==> config.mk <==
export PLATFORM = sky130hd
export DESIGN_NAME = ns_time_counter
export DESIGN_NICKNAME = d
export VERILOG_FILES = /design/src/rtl/tc_pkg.sv /design/src/rtl/tc_regs.sv /design/src/rtl/tc_step_sel.sv /design/src/rtl/tc_accum.sv /design/src/rtl/ns_time_counter.sv
export SDC_FILE = /design/constraint.sdc
export NUM_CORES = 1
export LEC_CHECK = 0
export CAP_MARGIN = 20
export CORE_ASPECT_RATIO = 0.7
export CORE_MARGIN = 4
export CORE_UTILIZATION = 30
export DETAILED_ROUTE_END_ITERATION = 16
export PLACE_DENSITY = 0.59
export REMOVE_ABC_BUFFERS = 1
export SLEW_MARGIN = 20
export SYNTH_ARGS = -nofsm -noshare
export SYNTH_HDL_FRONTEND = slang
export SYNTH_SLANG_ARGS = --single-unit
==> constraint.sdc <==
create_clock -name clk -period 8.2 [get_ports clk]
set_clock_uncertainty 0.15 [all_clocks]
set_input_delay 2.46 -clock clk [delete_from_list [all_inputs] [get_ports clk]]
set_output_delay 2.46 -clock clk [all_outputs]
set_load 0.02 [all_outputs]
==> src/rtl/tc_pkg.sv <==
package tc_pkg;
  localparam logic [2:0] A_CTRL   = 3'd0;
  localparam logic [2:0] A_INC    = 3'd1;
  localparam logic [2:0] A_CPER   = 3'd2;
  localparam logic [2:0] A_TIME   = 3'd3;
  localparam logic [2:0] A_PERIOD = 3'd4;

  localparam int CTL_RUN  = 0;
  localparam int CTL_PRST = 1;
  localparam int CTL_CAP  = 2;

  localparam int COR_LSB = 8;
endpackage

==> src/rtl/tc_regs.sv <==
module tc_regs
  import tc_pkg::*;
#(
  parameter int DATA_W = 32,
  parameter int CNT_W  = 31,
  parameter int INC_W  = 7
) (
  input  logic              clk,
  input  logic              rst_n,
  input  logic              wr_en,
  input  logic [2:0]        wr_addr,
  input  logic [DATA_W-1:0] wr_data,
  input  logic [2:0]        rd_addr,
  output logic [DATA_W-1:0] rd_data,
  input  logic [CNT_W-1:0]  cnt_i,
  output logic              run_o,
  output logic              prst_o,
  output logic [INC_W-1:0]  nom_o,
  output logic [INC_W-1:0]  cor_o,
  output logic [DATA_W-1:0] cper_o,
  output logic              cper_wr_o,
  output logic [CNT_W:0]    period_o,
  output logic              load_o,
  output logic [CNT_W-1:0]  load_val_o
);
  localparam int PER_W = CNT_W + 1;
  localparam logic [PER_W-1:0] PER_RST = {1'b1, {CNT_W{1'b0}}};

  logic              run_q, prst_q;
  logic [INC_W-1:0]  nom_q, cor_q;
  logic [DATA_W-1:0] cper_q;
  logic [PER_W-1:0]  period_q;
  logic [CNT_W-1:0]  cap_q;
  logic              ctl_wr;

  assign ctl_wr = wr_en && (wr_addr == A_CTRL);

  always_ff @(posedge clk) begin
    if (!rst_n) begin
      run_q    <= 1'b0;
      prst_q   <= 1'b0;
      nom_q    <= '0;
      cor_q    <= '0;
      cper_q   <= '0;
      period_q <= PER_RST;
      cap_q    <= '0;
    end else if (wr_en) begin
      case (wr_addr)
        A_CTRL: begin
          run_q  <= wr_data[CTL_RUN];
          prst_q <= wr_data[CTL_PRST];
          if (wr_data[CTL_CAP]) cap_q <= cnt_i;
        end
        A_INC: begin
          nom_q <= wr_data[INC_W-1:0];
          cor_q <= wr_data[COR_LSB +: INC_W];
        end
        A_CPER:   cper_q   <= wr_data;
        A_PERIOD: period_q <= wr_data[PER_W-1:0];
        default: ;
      endcase
    end
  end

  always_comb begin
    rd_data = '0;
    case (rd_addr)
      A_CTRL: begin
        rd_data[CTL_RUN]  = run_q;
        rd_data[CTL_PRST] = prst_q;
      end
      A_INC: begin
        rd_data[INC_W-1:0]        = nom_q;
        rd_data[COR_LSB +: INC_W] = cor_q;
      end
      A_CPER:   rd_data = cper_q;
      A_TIME:   rd_data[CNT_W-1:0] = cap_q;
      A_PERIOD: rd_data[PER_W-1:0] = period_q;
      default:  rd_data = '0;
    endcase
  end

  assign run_o      = run_q;
  assign prst_o     = prst_q;
  assign nom_o      = nom_q;
  assign cor_o      = cor_q;
  assign cper_o     = cper_q;
  assign period_o   = period_q;
  assign cper_wr_o  = wr_en && (wr_addr == A_CPER);
  assign load_o     = wr_en && (wr_addr == A_TIME);
  assign load_val_o = wr_data[CNT_W-1:0];

  // capture latches the pre-edge count
  assert_capture_R8: assert property (@(posedge clk) disable iff (!rst_n)
    (ctl_wr && wr_data[CTL_CAP]) |=> (cap_q == $past(cnt_i)));
endmodule

==> src/rtl/tc_step_sel.sv <==
module tc_step_sel #(
  parameter int DATA_W = 32,
  parameter int INC_W  = 7
) (
  input  logic              clk,
  input  logic              rst_n,
  input  logic              adv_i,
  input  logic              restart_i,
  input  logic [DATA_W-1:0] cper_i,
  input  logic [INC_W-1:0]  nom_i,
  input  logic [INC_W-1:0]  cor_i,
  output logic [INC_W-1:0]  step_o
);
  localparam logic [DATA_W-1:0] ONE = DATA_W'(1);

  logic [DATA_W-1:0] cc_q;
  logic              corr_on, hit;

  assign corr_on = (cper_i != '0);
  assign hit     = corr_on && (cc_q == cper_i - ONE);
  assign step_o  = hit ? cor_i : nom_i;

  always_ff @(posedge clk) begin
    if (!rst_n)                 cc_q <= '0;
    else if (restart_i)         cc_q <= '0;
    else if (adv_i) begin
      if (hit || !corr_on)      cc_q <= '0;
      else                      cc_q <= cc_q + ONE;
    end
  end

  // cadence counter stays inside the programmed period
  assert_cadence_bound_R4: assert property (@(posedge clk) disable iff (!rst_n)
    (cper_i != '0) |-> (cc_q < cper_i));
  // a cadence write restarts the count
  assert_restart_R5: assert property (@(posedge clk) disable iff (!rst_n)
    restart_i |=> (cc_q == '0));
endmodule

==> src/rtl/tc_accum.sv <==
module tc_accum #(
  parameter int CNT_W = 31,
  parameter int INC_W = 7
) (
  input  logic             clk,
  input  logic             rst_n,
  input  logic             run_i,
  input  logic             prst_i,
  input  logic [CNT_W:0]   period_i,
  input  logic [INC_W-1:0] step_i,
  input  logic             load_i,
  input  logic [CNT_W-1:0] load_val_i,
  output logic [CNT_W-1:0] cnt_o,
  output logic             wrap_o
);
  localparam int SUM_W = CNT_W + 1;

  logic [CNT_W-1:0] cnt_q, cnt_d, diff;
  logic [SUM_W-1:0] sum;
  logic             wrap_q, wrap_d, over;

  assign sum  = {1'b0, cnt_q} + SUM_W'(step_i);
  assign diff = sum[CNT_W-1:0] - period_i[CNT_W-1:0];
  assign over = prst_i ? (sum >= period_i) : sum[CNT_W];

  always_comb begin
    cnt_d  = cnt_q;
    wrap_d = 1'b0;
    if (load_i) begin
      cnt_d = load_val_i;
    end else if (run_i) begin
      wrap_d = over;
      cnt_d  = (prst_i && over) ? diff : sum[CNT_W-1:0];
    end
  end

  always_ff @(posedge clk) begin
    if (!rst_n) begin
      cnt_q  <= '0;
      wrap_q <= 1'b0;
    end else begin
      cnt_q  <= cnt_d;
      wrap_q <= wrap_d;
    end
  end

  assign cnt_o  = cnt_q;
  assign wrap_o = wrap_q;

  // idle counter holds
  assert_hold_idle_R2: assert property (@(posedge clk) disable iff (!rst_n)
    (!run_i && !load_i) |=> $stable(cnt_q));
  // load takes the written value
  assert_load_R9: assert property (@(posedge clk) disable iff (!rst_n)
    load_i |=> (cnt_q == $past(load_val_i) && !wrap_q));
  // without rollover the count never goes backwards
  assert_monotone_R3: assert property (@(posedge clk) disable iff (!rst_n)
    (run_i && !load_i) |=> (wrap_q || cnt_q >= $past(cnt_q)));
  // rolled-over value lands below the period
  assert_wrap_below_R6: assert property (@(posedge clk) disable iff (!rst_n)
    (run_i && prst_i && !load_i && {1'b0, cnt_q} < period_i &&
     period_i > SUM_W'(2**INC_W))
    |=> (!wrap_q || {1'b0, cnt_q} < $past(period_i)));
endmodule

==> src/rtl/ns_time_counter.sv <==
module ns_time_counter #(
  parameter int DATA_W = 32,
  parameter int CNT_W  = 31,
  parameter int INC_W  = 7
) (
  input  logic              clk,
  input  logic              rst_n,
  input  logic              wr_en,
  input  logic [2:0]        wr_addr,
  input  logic [DATA_W-1:0] wr_data,
  input  logic [2:0]        rd_addr,
  output logic [DATA_W-1:0] rd_data,
  output logic [CNT_W-1:0]  time_o,
  output logic              wrap_o
);
  logic              run, prst, cper_wr, load;
  logic [INC_W-1:0]  nom, cor, step;
  logic [DATA_W-1:0] cper;
  logic [CNT_W:0]    period;
  logic [CNT_W-1:0]  load_val, cnt;

  tc_regs #(.DATA_W(DATA_W), .CNT_W(CNT_W), .INC_W(INC_W)) u_regs (
    .clk(clk), .rst_n(rst_n), .wr_en(wr_en), .wr_addr(wr_addr),
    .wr_data(wr_data), .rd_addr(rd_addr), .rd_data(rd_data),
    .cnt_i(cnt), .run_o(run), .prst_o(prst), .nom_o(nom), .cor_o(cor),
    .cper_o(cper), .cper_wr_o(cper_wr), .period_o(period),
    .load_o(load), .load_val_o(load_val));

  tc_step_sel #(.DATA_W(DATA_W), .INC_W(INC_W)) u_step (
    .clk(clk), .rst_n(rst_n), .adv_i(run), .restart_i(cper_wr),
    .cper_i(cper), .nom_i(nom), .cor_i(cor), .step_o(step));

  tc_accum #(.CNT_W(CNT_W), .INC_W(INC_W)) u_acc (
    .clk(clk), .rst_n(rst_n), .run_i(run), .prst_i(prst),
    .period_i(period), .step_i(step), .load_i(load),
    .load_val_i(load_val), .cnt_o(cnt), .wrap_o(wrap_o));

  assign time_o = cnt;
endmodule

# Word level (Yosys, flattened, before mapping)
# Index checks and enable logic that the tools add are counted.
# word_totals
regBits,175
latch_bits,0
ramBits,0
romBits,0
in_bits,41
out_inout_bits,64
n_memories,0
# op_classes
n_addsub,4
multipliers,0
div,0
n_lt_le_gt_ge,1
eq_ne,9
shifts,0
mux,12
bitwise,2
n_reduce_logical,17
# op_table
operator,count
$mux 31,3
$pmux 16 s3,1
$add 31x7->32,1
$add 32x1->32 const B,1
$eq 32x32->1,1
$ge 32x32->1,1
$mux 32,1
$reduce_bool 32->1,1
$sub 32x1->32 const B,1
$sub 31x31->31,1
$pmux 7 s4,1
$pmux 5 s4,1
$eq 3x2->1 const B,4
$pmux 2 s5,1
$reduce_and 2->1,4
$mux 7,1
$eq 3x1->1 const B,2
$eq 3x3->1 const B,2
$logic_not 3->1,2
$logic_and 1x1->1,4
$pmux 1 s3,1
$reduce_and 3->1,1
$reduce_or 3->1,1
$not 1->1,2
other kinds (6),6

# Longest topological paths before layout
# Gate-level depths: netlist of run 1.
# logic_depth
ltp_word,11
depth_mapped,33

# Cells and area by module
# A second synthesis of run 1 with hierarchy kept.
# unflattened
hier_cells,1555
area_unflattened_um2,12359.4
# modules_own_cells
mod,instances,cells_each,area_per_inst_um2,seq_area_each_um2
tc_regs,1,622,5307.6,2222.1
tc_accum,1,587,4276.6,640.6
tc_step_sel,1,346,2775.2,640.6

# Least setup slack after synthesis of run 1
# Ideal clock, no wire load.
# synth_path
kind,flip-flop to flip-flop
from,register u_regs.cper_q[6] (netlist: u_regs.cper_o[6])
to,register u_acc.cnt_q[29] (netlist: u_acc.cnt_o[29])
setup_ns,0.136
arrival_ns,7.594
required_ns,7.914
slack_ns,0.320
path_stages_with_launch,31
path_buffers,3
cell_sequence,dfxtp_1 -> buf_6 -> or4_4 -> or4_4 -> or4_1 -> a211oi_1 -> o31ai_1 -> nor4b_2 -> nand3_1 -> a311oi_4 -> mux2_2 -> ha_1 -> fa_1 -> a21o_1 -> a21oi_1 -> o21a_1 -> nor3_1 -> and3_1 -> xor2_1 -> ha_1 -> and3_1 -> nand3_1 -> or4_1 -> a311o_1 -> and3_1 -> clkbuf_1 -> buf_1 -> nand2_1 -> nand2_1 -> a221oi_1 -> o32ai_1
# synth_between
elab_chain_len,11
word_cells_on_any_way,13
classes_between,3 x add/sub; 1 x order compare; 1 x eq/ne; 5 x mux; 3 x reduce/logical
# synth_rtl
item,line,rtl
start: declaration,tc_regs.sv:31,logic [DATA_W-1:0] cper_q;
start signal: assignment,tc_regs.sv:58,A_CPER: cper_q <= wr_data;
$sub 32x1->32,tc_step_sel.sv:20,assign hit = corr_on && (cc_q == cper_i - ONE);
$eq 32x32->1,tc_step_sel.sv:20,
$logic_and 1x1->1 *,tc_step_sel.sv:20,
$mux 7 *,tc_step_sel.sv:21,assign step_o = hit ? cor_i : nom_i;
$add 31x7->32 *,tc_accum.sv:22,"assign sum = {1'b0, cnt_q} + SUM_W'(step_i);"
$ge 32x32->1,tc_accum.sv:24,assign over = prst_i ? (sum >= period_i) : sum[CNT_W];
$mux 1,tc_accum.sv:24,
$logic_and 1x1->1,tc_accum.sv:33,cnt_d = (prst_i && over) ? diff : sum[CNT_W-1:0];
$mux 31 *,tc_accum.sv:33,
$mux 31 *,tc_accum.sv:31,end else if (run_i) begin
$mux 31 *,tc_accum.sv:29,if (load_i) begin
end signal: assignment,tc_accum.sv:42,cnt_q <= cnt_d;
end: declaration,tc_accum.sv:18,"logic [CNT_W-1:0] cnt_q, cnt_d, diff;"
# Every way passes the cells marked *; elsewhere a longest branch is shown, timed or not. The select of a mux whose other input is x is not followed.
# A chain may end at the register's enable or synchronous reset.

# Worst setup path after layout of run 1
# layout_path
from,register u_regs.cper_q[6] (netlist: u_regs.cper_o[6])
to,register u_acc.cnt_q[30] (netlist: u_acc.cnt_o[30])
# The elaborated chain is that of the path after synthesis.

==> metrics.csv, run 1 <==
metric;value;unit
outcome;finished, final reports clean;
n_diodes;0;
Least-Margin Pin Slew;1.07;ns
Slew HR;28.5;%
Pleak;5.40;nW
clock sink count;175;
sw frac;30.1;%
CTS buffer count;17;
synth-to-layout area growth;22.2;%
critical path class;reg2reg;
Core ar.;0.0384;mm2
via/cell ratio;5.38;
Netlist cell types;67;
syn_area_per_cell;7.31;um2
Initial DRT Pass Iterations;5;
top_reg_cell synth;dfxtp_1;
drt wl/cell;18.8;um
worst r2r src;u_regs.cper_o[6];
GRT met1 Usage;27.9;%
first-pass GRT wire length;63100;um
Starting Density;30.4;%
final core utilization;37.1;%
largest net degree at the start of global routing;73;
Seq cells post-synth;175;
TritonCTS clock tree;yes;
DP HPWL;32000;um
number of global-route vias before repair;10900;
area share of the largest cell type after synthesis;30.0;%
crit start category;flip-flop;
# setup viols final;0;
Worst EP arrival;8.27;ns
Detailed Route WL;41800;um
clock network fraction of design power;37.9;%
final instance area;0.0142;mm2
pwr dens;158;mW/mm2
EDFF count, synth;0;
grt met3 use;4.39;%
worst setup path start;u_regs.cper_o[6];
Crit. End Element;flip-flop;
H-Tree Depth;4;
Synth Cell Area;0.0117;mm2
critical path required time;8.39;ns
gr busiest metal;met1;
gr ovfl total;0;
die width;244;um
worst vdd ir;149;uV
minimum clock period;8.08;ns
# hold bufs at CTS;0;
WHS;0.307;ns
Area after DPL;0.0134;mm2
I/O Buffers;104;
Final ANT Viol Nets;0;
setup TNS;0;ns
Min-Delay Path Class;reg2reg;
Placer Congestion;0.946;
M2 GR Usage;27.6;%
Internal Power;1.57;mW
Die H;173;um
Crit-path slowest cell;or4_4;
1st-iter DRT viols;1269;
Die ar.;0.0421;mm2
slowest stage delay, CP;0.55;ns
DR vias;11900;
sw power;0.676;mW
hold_sp;u_regs.cap_q[4];
Nets;1767;
all-layer global routing usage;18.9;%
power after layout;2.25;mW
sequential element share of the synthesized area;30.0;%
post-synth top area cell;dfxtp_1;
insertion delay to the later sink of the worst-skew pair;0.45;ns
clk root buf;clkbuf_16;
synth warn;0;
initial antenna violation count;0;
IO Count;105;
power share of the combinational group;22.6;%
cell count after synthesis;1596;
max cap viols;0;
Max Root-Sink Buffers;2;
Final Hold Fails;0;
cell row count;60;
share of cells above drive strength 1;9.33;%
period utilization;98.5;%
Synth async-reset ratio;0;%
Max Freq;124;MHz
CP Max Fanout;8;
Seq pwr share;39.5;%
Slew Limit Fails;0;
ranking of synthesized cells by area;dfxtp_1, nand2_1, a21oi_1, xnor2_1, ha_1;
clock slew at reported path FFs;0.07;ns
setup slack, reg-to-reg;0.12;ns
DRC errors left;0;
power groups by stage:
stage	Sequential, mW	Clock (mW)	Combinational, mW
after floorplan	0.905	0	0.291
after global placement	0.906	0	0.475
after detailed placement	0.906	0	0.476
after CTS	0.887	0.864	0.480
after global routing	0.889	0.898	0.546
final	0.887	0.852	0.507
area by class of cell:
type,instances,area [um2]
Sequential cell,175,3500
Tap cell,527,659
Multi-Input combinational cell,1256,7650
Clock inverter,10,138
Inverter,59,223
Fill cell,3970,24100
Clock buffer,20,467
Timing Repair Buffer,173,1600
metal layers:
metal  part of all wire [%]  wire (um)
met3                    7.8       3250
met2                     42      17400
met5                      0          0
met1                     49      20300
met4                    1.9        786
state kept, by name, indices dropped and copies added, names as in the netlist:
| signal | flops |
|---|---|
| u_acc.cnt_o | 31 |
| u_acc.wrap_o | 1 |
| u_step.cc_q | 32 |
| u_regs.run_o | 1 |
| u_regs.nom_o | 7 |
| u_regs.period_o | 32 |
| u_regs.prst_o | 1 |
| u_regs.cap_q | 31 |
| u_regs.cor_o | 7 |
| u_regs.cper_o | 32 |
cells in the final DEF (no fill, tap or decap), types with 5 or more instances in the layout:
cell type | synthesis | final
xor2_1 | 52 | 52
o21ai_0 | 88 | 87
or4_1 | 8 | 7
o31ai_1 | 9 | 8
and3_1 | 25 | 23
mux2_2 | 20 | 20
nand4_1 | 25 | 25
nor3b_1 | 5 | 5
nor4_1 | 15 | 13
and2_1 | 8 | 7
nor3_1 | 19 | 18
a21oi_1 | 179 | 177
nor2b_1 | 12 | 12
mux2i_1 | 38 | 38
ha_1 | 42 | 39
clkdlybuf4s50_1 | 0 | 103
inv_1 | 59 | 58
nor2_1 | 105 | 105
o22ai_1 | 5 | 5
nand2_1 | 327 | 327
nand3_1 | 45 | 42
or3_1 | 17 | 17
nand2b_1 | 6 | 6
dfxtp_1 | 175 | 175
a21o_1 | 14 | 14
nand3b_1 | 6 | 6
o21bai_1 | 6 | 6
a22oi_1 | 12 | 12
xnor2_1 | 70 | 68
clkbuf_16 | 0 | 17
buf_4 | 0 | 65
o211ai_1 | 18 | 18
o21a_1 | 8 | 8
path summary, 6_finish.rpt:
path	end	cells past startpoint
setup / recovery	u_acc.cnt_o[30]	29
hold / removal	u_regs.cap_q[4]	2
setup reg to reg	u_acc.cnt_o[30]	29
hold reg to reg	u_regs.cap_q[4]	2
metrics by stage:
stage | setup WS, ns | cells
after floorplan | -0.547 | 1490
after global placement | 0.204 | 2179
after detailed placement | 0.0487 | 2179
after CTS | 0.00426 | 2209
after global routing | -0.0622 | 2220
final | 0.124 | 2220
cells by family after synthesis:
group | count (synthesis) | share of synthesized area (%)
XOR/XNOR | 122 | 9.16
multiplexers | 60 | 5.58
adder cells (fa/ha/maj) | 44 | 4.85
buffers and inverters | 165 | 5.44
AND/OR/NAND/NOR | 641 | 25.1
AO/OA/AOI/OAI | 389 | 19.9
flip-flops | 175 | 30.0
synth_stat cells (20+ instances only):
| master | instances |
|---|---|
| clkbuf_1 | 89 |
| dfxtp_1 | 175 |
| nand3_1 | 45 |
| o21ai_0 | 88 |
| and3_1 | 25 |
| ha_1 | 42 |
| nand2_1 | 327 |
| xnor2_1 | 70 |
| inv_1 | 59 |
| nand4_1 | 25 |
| xor2_1 | 52 |
| mux2_2 | 20 |
| mux2i_1 | 38 |
| a21oi_1 | 179 |
| nor2_1 | 105 |
worst max-delay path, delay by kind of cell (launching register included):
kind	cells	cell delay, ns
AO/OA/AOI/OAI	7	1.65
XOR/XNOR	1	0.08
adder cells (fa/ha/maj)	2	0.70
buffers and inverters	5	0.94
flip-flops	1	0.31
multiplexers	2	0.49
AND/OR/NAND/NOR	12	3.66
timing repair:
action / CTS / global route
setup buffers: 0 / 10
endpoints found under the hold margin: 0 / 0
setup endpoints to repair: 0 / 31
resized for setup: 0 / 29
Power figures use the tool's default switching activity.
==> run 2, diff against run 1 <==
==> constraint.sdc (replaced) <==
create_clock -name clk -period 6.55 [get_ports clk]
set_clock_uncertainty 0.15 [all_clocks]
set_input_delay 1.965 -clock clk [delete_from_list [all_inputs] [get_ports clk]]
set_output_delay 1.965 -clock clk [all_outputs]
set_load 0.02 [all_outputs]
==> metrics.csv, run 2 (synthesis gave the netlist of run 1 again) <==
metric;value;unit
outcome;complete, but fails checks;
failing checks;setup timing;
minimum clock period;7.68;ns
Starting Density;30.4;%
CP Max Fanout;9;
clock sink count;175;
gr ovfl total;0;
worst r2r src;u_regs.cper_o[9];
Initial DRT Pass Iterations;5;
die width;244;um
Min-Delay Path Class;reg2reg;
IO Count;105;
most frequent cells in the layout;nand2_1, buf_4, dfxtp_1, a21oi_1, clkdlybuf4s50_1;
Slew HR;25.1;%
setup slack, reg-to-reg;-1.13;ns
DP HPWL;34200;um
Layout Cells excl Fill;2460;
Core ar.;0.0384;mm2
share of cells above drive strength 1;23.4;%
M2 GR Usage;31.1;%
CTS buffer count;17;
clock network fraction of design power;37.2;%
cell depth of the worst flop-to-flop path;30;
insertion delay to the later sink of the worst-skew pair;0.45;ns
period utilization;117;%
final core utilization;43.1;%
Placer Congestion;0.917;
Crit path max-delay family;simple AND/OR/NAND/NOR gates;
Final ANT Viol Nets;0;
DR vias;13000;
n_diodes;0;
RSZ-0062 raised after global routing;yes;
Seq pwr share;35.8;%
Crit. path cell count;30;
I/O Buffers;104;
first-pass GRT wire length;69800;um
drt wl/cell;18.3;um
Die H;173;um
largest net degree at the start of global routing;119;
Die ar.;0.0421;mm2
crit start category;flip-flop;
most common cell after layout, fill and taps aside;nand2_1;
synth-to-layout area growth;41.8;%
all-layer global routing usage;20.8;%
cell row count;60;
clock slew at reported path FFs;0.07;ns
initial antenna violation count;0;
hold path endpoint;u_regs.cap_q[6];
Max Freq;130;MHz
Final Hold Fails;0;
Worst EP arrival;7.86;ns
sw frac;30.0;%
CP bufs+invs;5;
grt met3 use;3.94;%
DRC errors left;0;
hold_sp;u_regs.cap_q[6];
number of global-route vias before repair;12400;
# setup viols final;32;
Pleak;6.69;nW
gr busiest metal;met2;
slowest stage delay, CP;0.55;ns
# fillers;3784;
most used cell, CP;or4_4;
power after layout;3.10;mW
sw power;0.930;mW
GRT met1 Usage;30.7;%
power share of the combinational group;26.9;%
Crit. End Element;flip-flop;
Final Worst Setup Slack;-1.13;ns
setup TNS;-32.45;ns
Hold Path Depth;2;
pwr dens;187;mW/mm2
Nets;2005;
H-Tree Depth;4;
Least-Margin Pin Slew;1.12;ns
critical path required time;6.73;ns
Internal Power;2.17;mW
Detailed Route WL;45100;um
1st-iter DRT viols;1321;
Max Root-Sink Buffers;2;
max cap viols;0;
DP Cell Count;2384;
via/cell ratio;5.27;
critical path class;reg2reg;
clk root buf;clkbuf_16;
worst vdd ir;204;uV
Crit-path slowest cell;or4_4;
TritonCTS clock tree;yes;
Slew Limit Fails;0;
pre-CTS WS;-1.75;ns
reg2reg end;u_acc.cnt_o[29];
==> run 2: worst max-delay path by stage <==
| stage | startpoint | endpoint |
|---|---|---|
| floorplan | u_regs.cper_o[2] | u_acc.cnt_o[30] |
| global placement | u_regs.cper_o[6] | u_acc.cnt_o[29] |
| detailed placement | u_regs.cper_o[6] | u_acc.cnt_o[29] |
| CTS | u_regs.cper_o[9] | u_acc.cnt_o[30] |
| global route | u_regs.cper_o[9] | u_acc.cnt_o[10] |
| finish | u_regs.cper_o[9] | u_acc.cnt_o[29] |
==> run 2: stage by stage <==
step | hold slack (ns) | instance area (um2)
after floorplan | 0.283 | 11200
after global placement | 0.290 | 15000
after detailed placement | 0.296 | 15000
after CTS | 0.306 | 16200
after global routing | 0.321 | 16500
final | 0.307 | 16500
==> run 2: final cells by class <==
cell class / instances / area, um2 / area share [%]
multi-input cells: 1256 / 8030 / 48.5
flip-flops and latches: 175 / 3510 / 21.2
well taps: 527 / 659 / 3.99
clock buffers: 19 / 443 / 2.68
clock inverters: 13 / 213 / 1.29
inverters: 59 / 223 / 1.35
repair buffers: 411 / 3470 / 21.0
==> run 2: what timing repair did <==
action | 4_1_cts | 5_1_grt
pin swaps | 56 | 36
hold buffers | 0 | 0
resized for setup | 114 | 38
setup endpoints to repair | 32 | 32
buffers inserted | 26 | 21
==> run 2: power by group through the flow <==
stage,Combinational [mW],Sequential (mW),Clock (mW)
2_1_floorplan,0.365,1.13,0
3_3_place_gp,0.744,1.13,0
3_5_place_dp,0.748,1.13,0
4_1_cts,0.795,1.11,1.17
5_1_grt,0.900,1.11,1.21
6_report,0.834,1.11,1.15
==> run 2: layer usage <==
layer	wire length, um	part of all wire [%]
met1	21400	47
met2	19400	43
met3	3510	7.8
met4	866	1.9
met5	0	0
==> run 2: worst register-to-register path: cells and delay by family, from the launching register on <==
| family | cells | cell delay [ns] |
|---|---|---|
| muxes | 1 | 0.31 |
| buffers and inverters | 5 | 0.87 |
| AOI/OAI and AO/OA | 9 | 1.80 |
| and+or+nand+nor | 12 | 3.38 |
| xor gates and xnor gates | 1 | 0.16 |
| DFF | 1 | 0.32 |
| adders and majority gates | 2 | 0.60 |
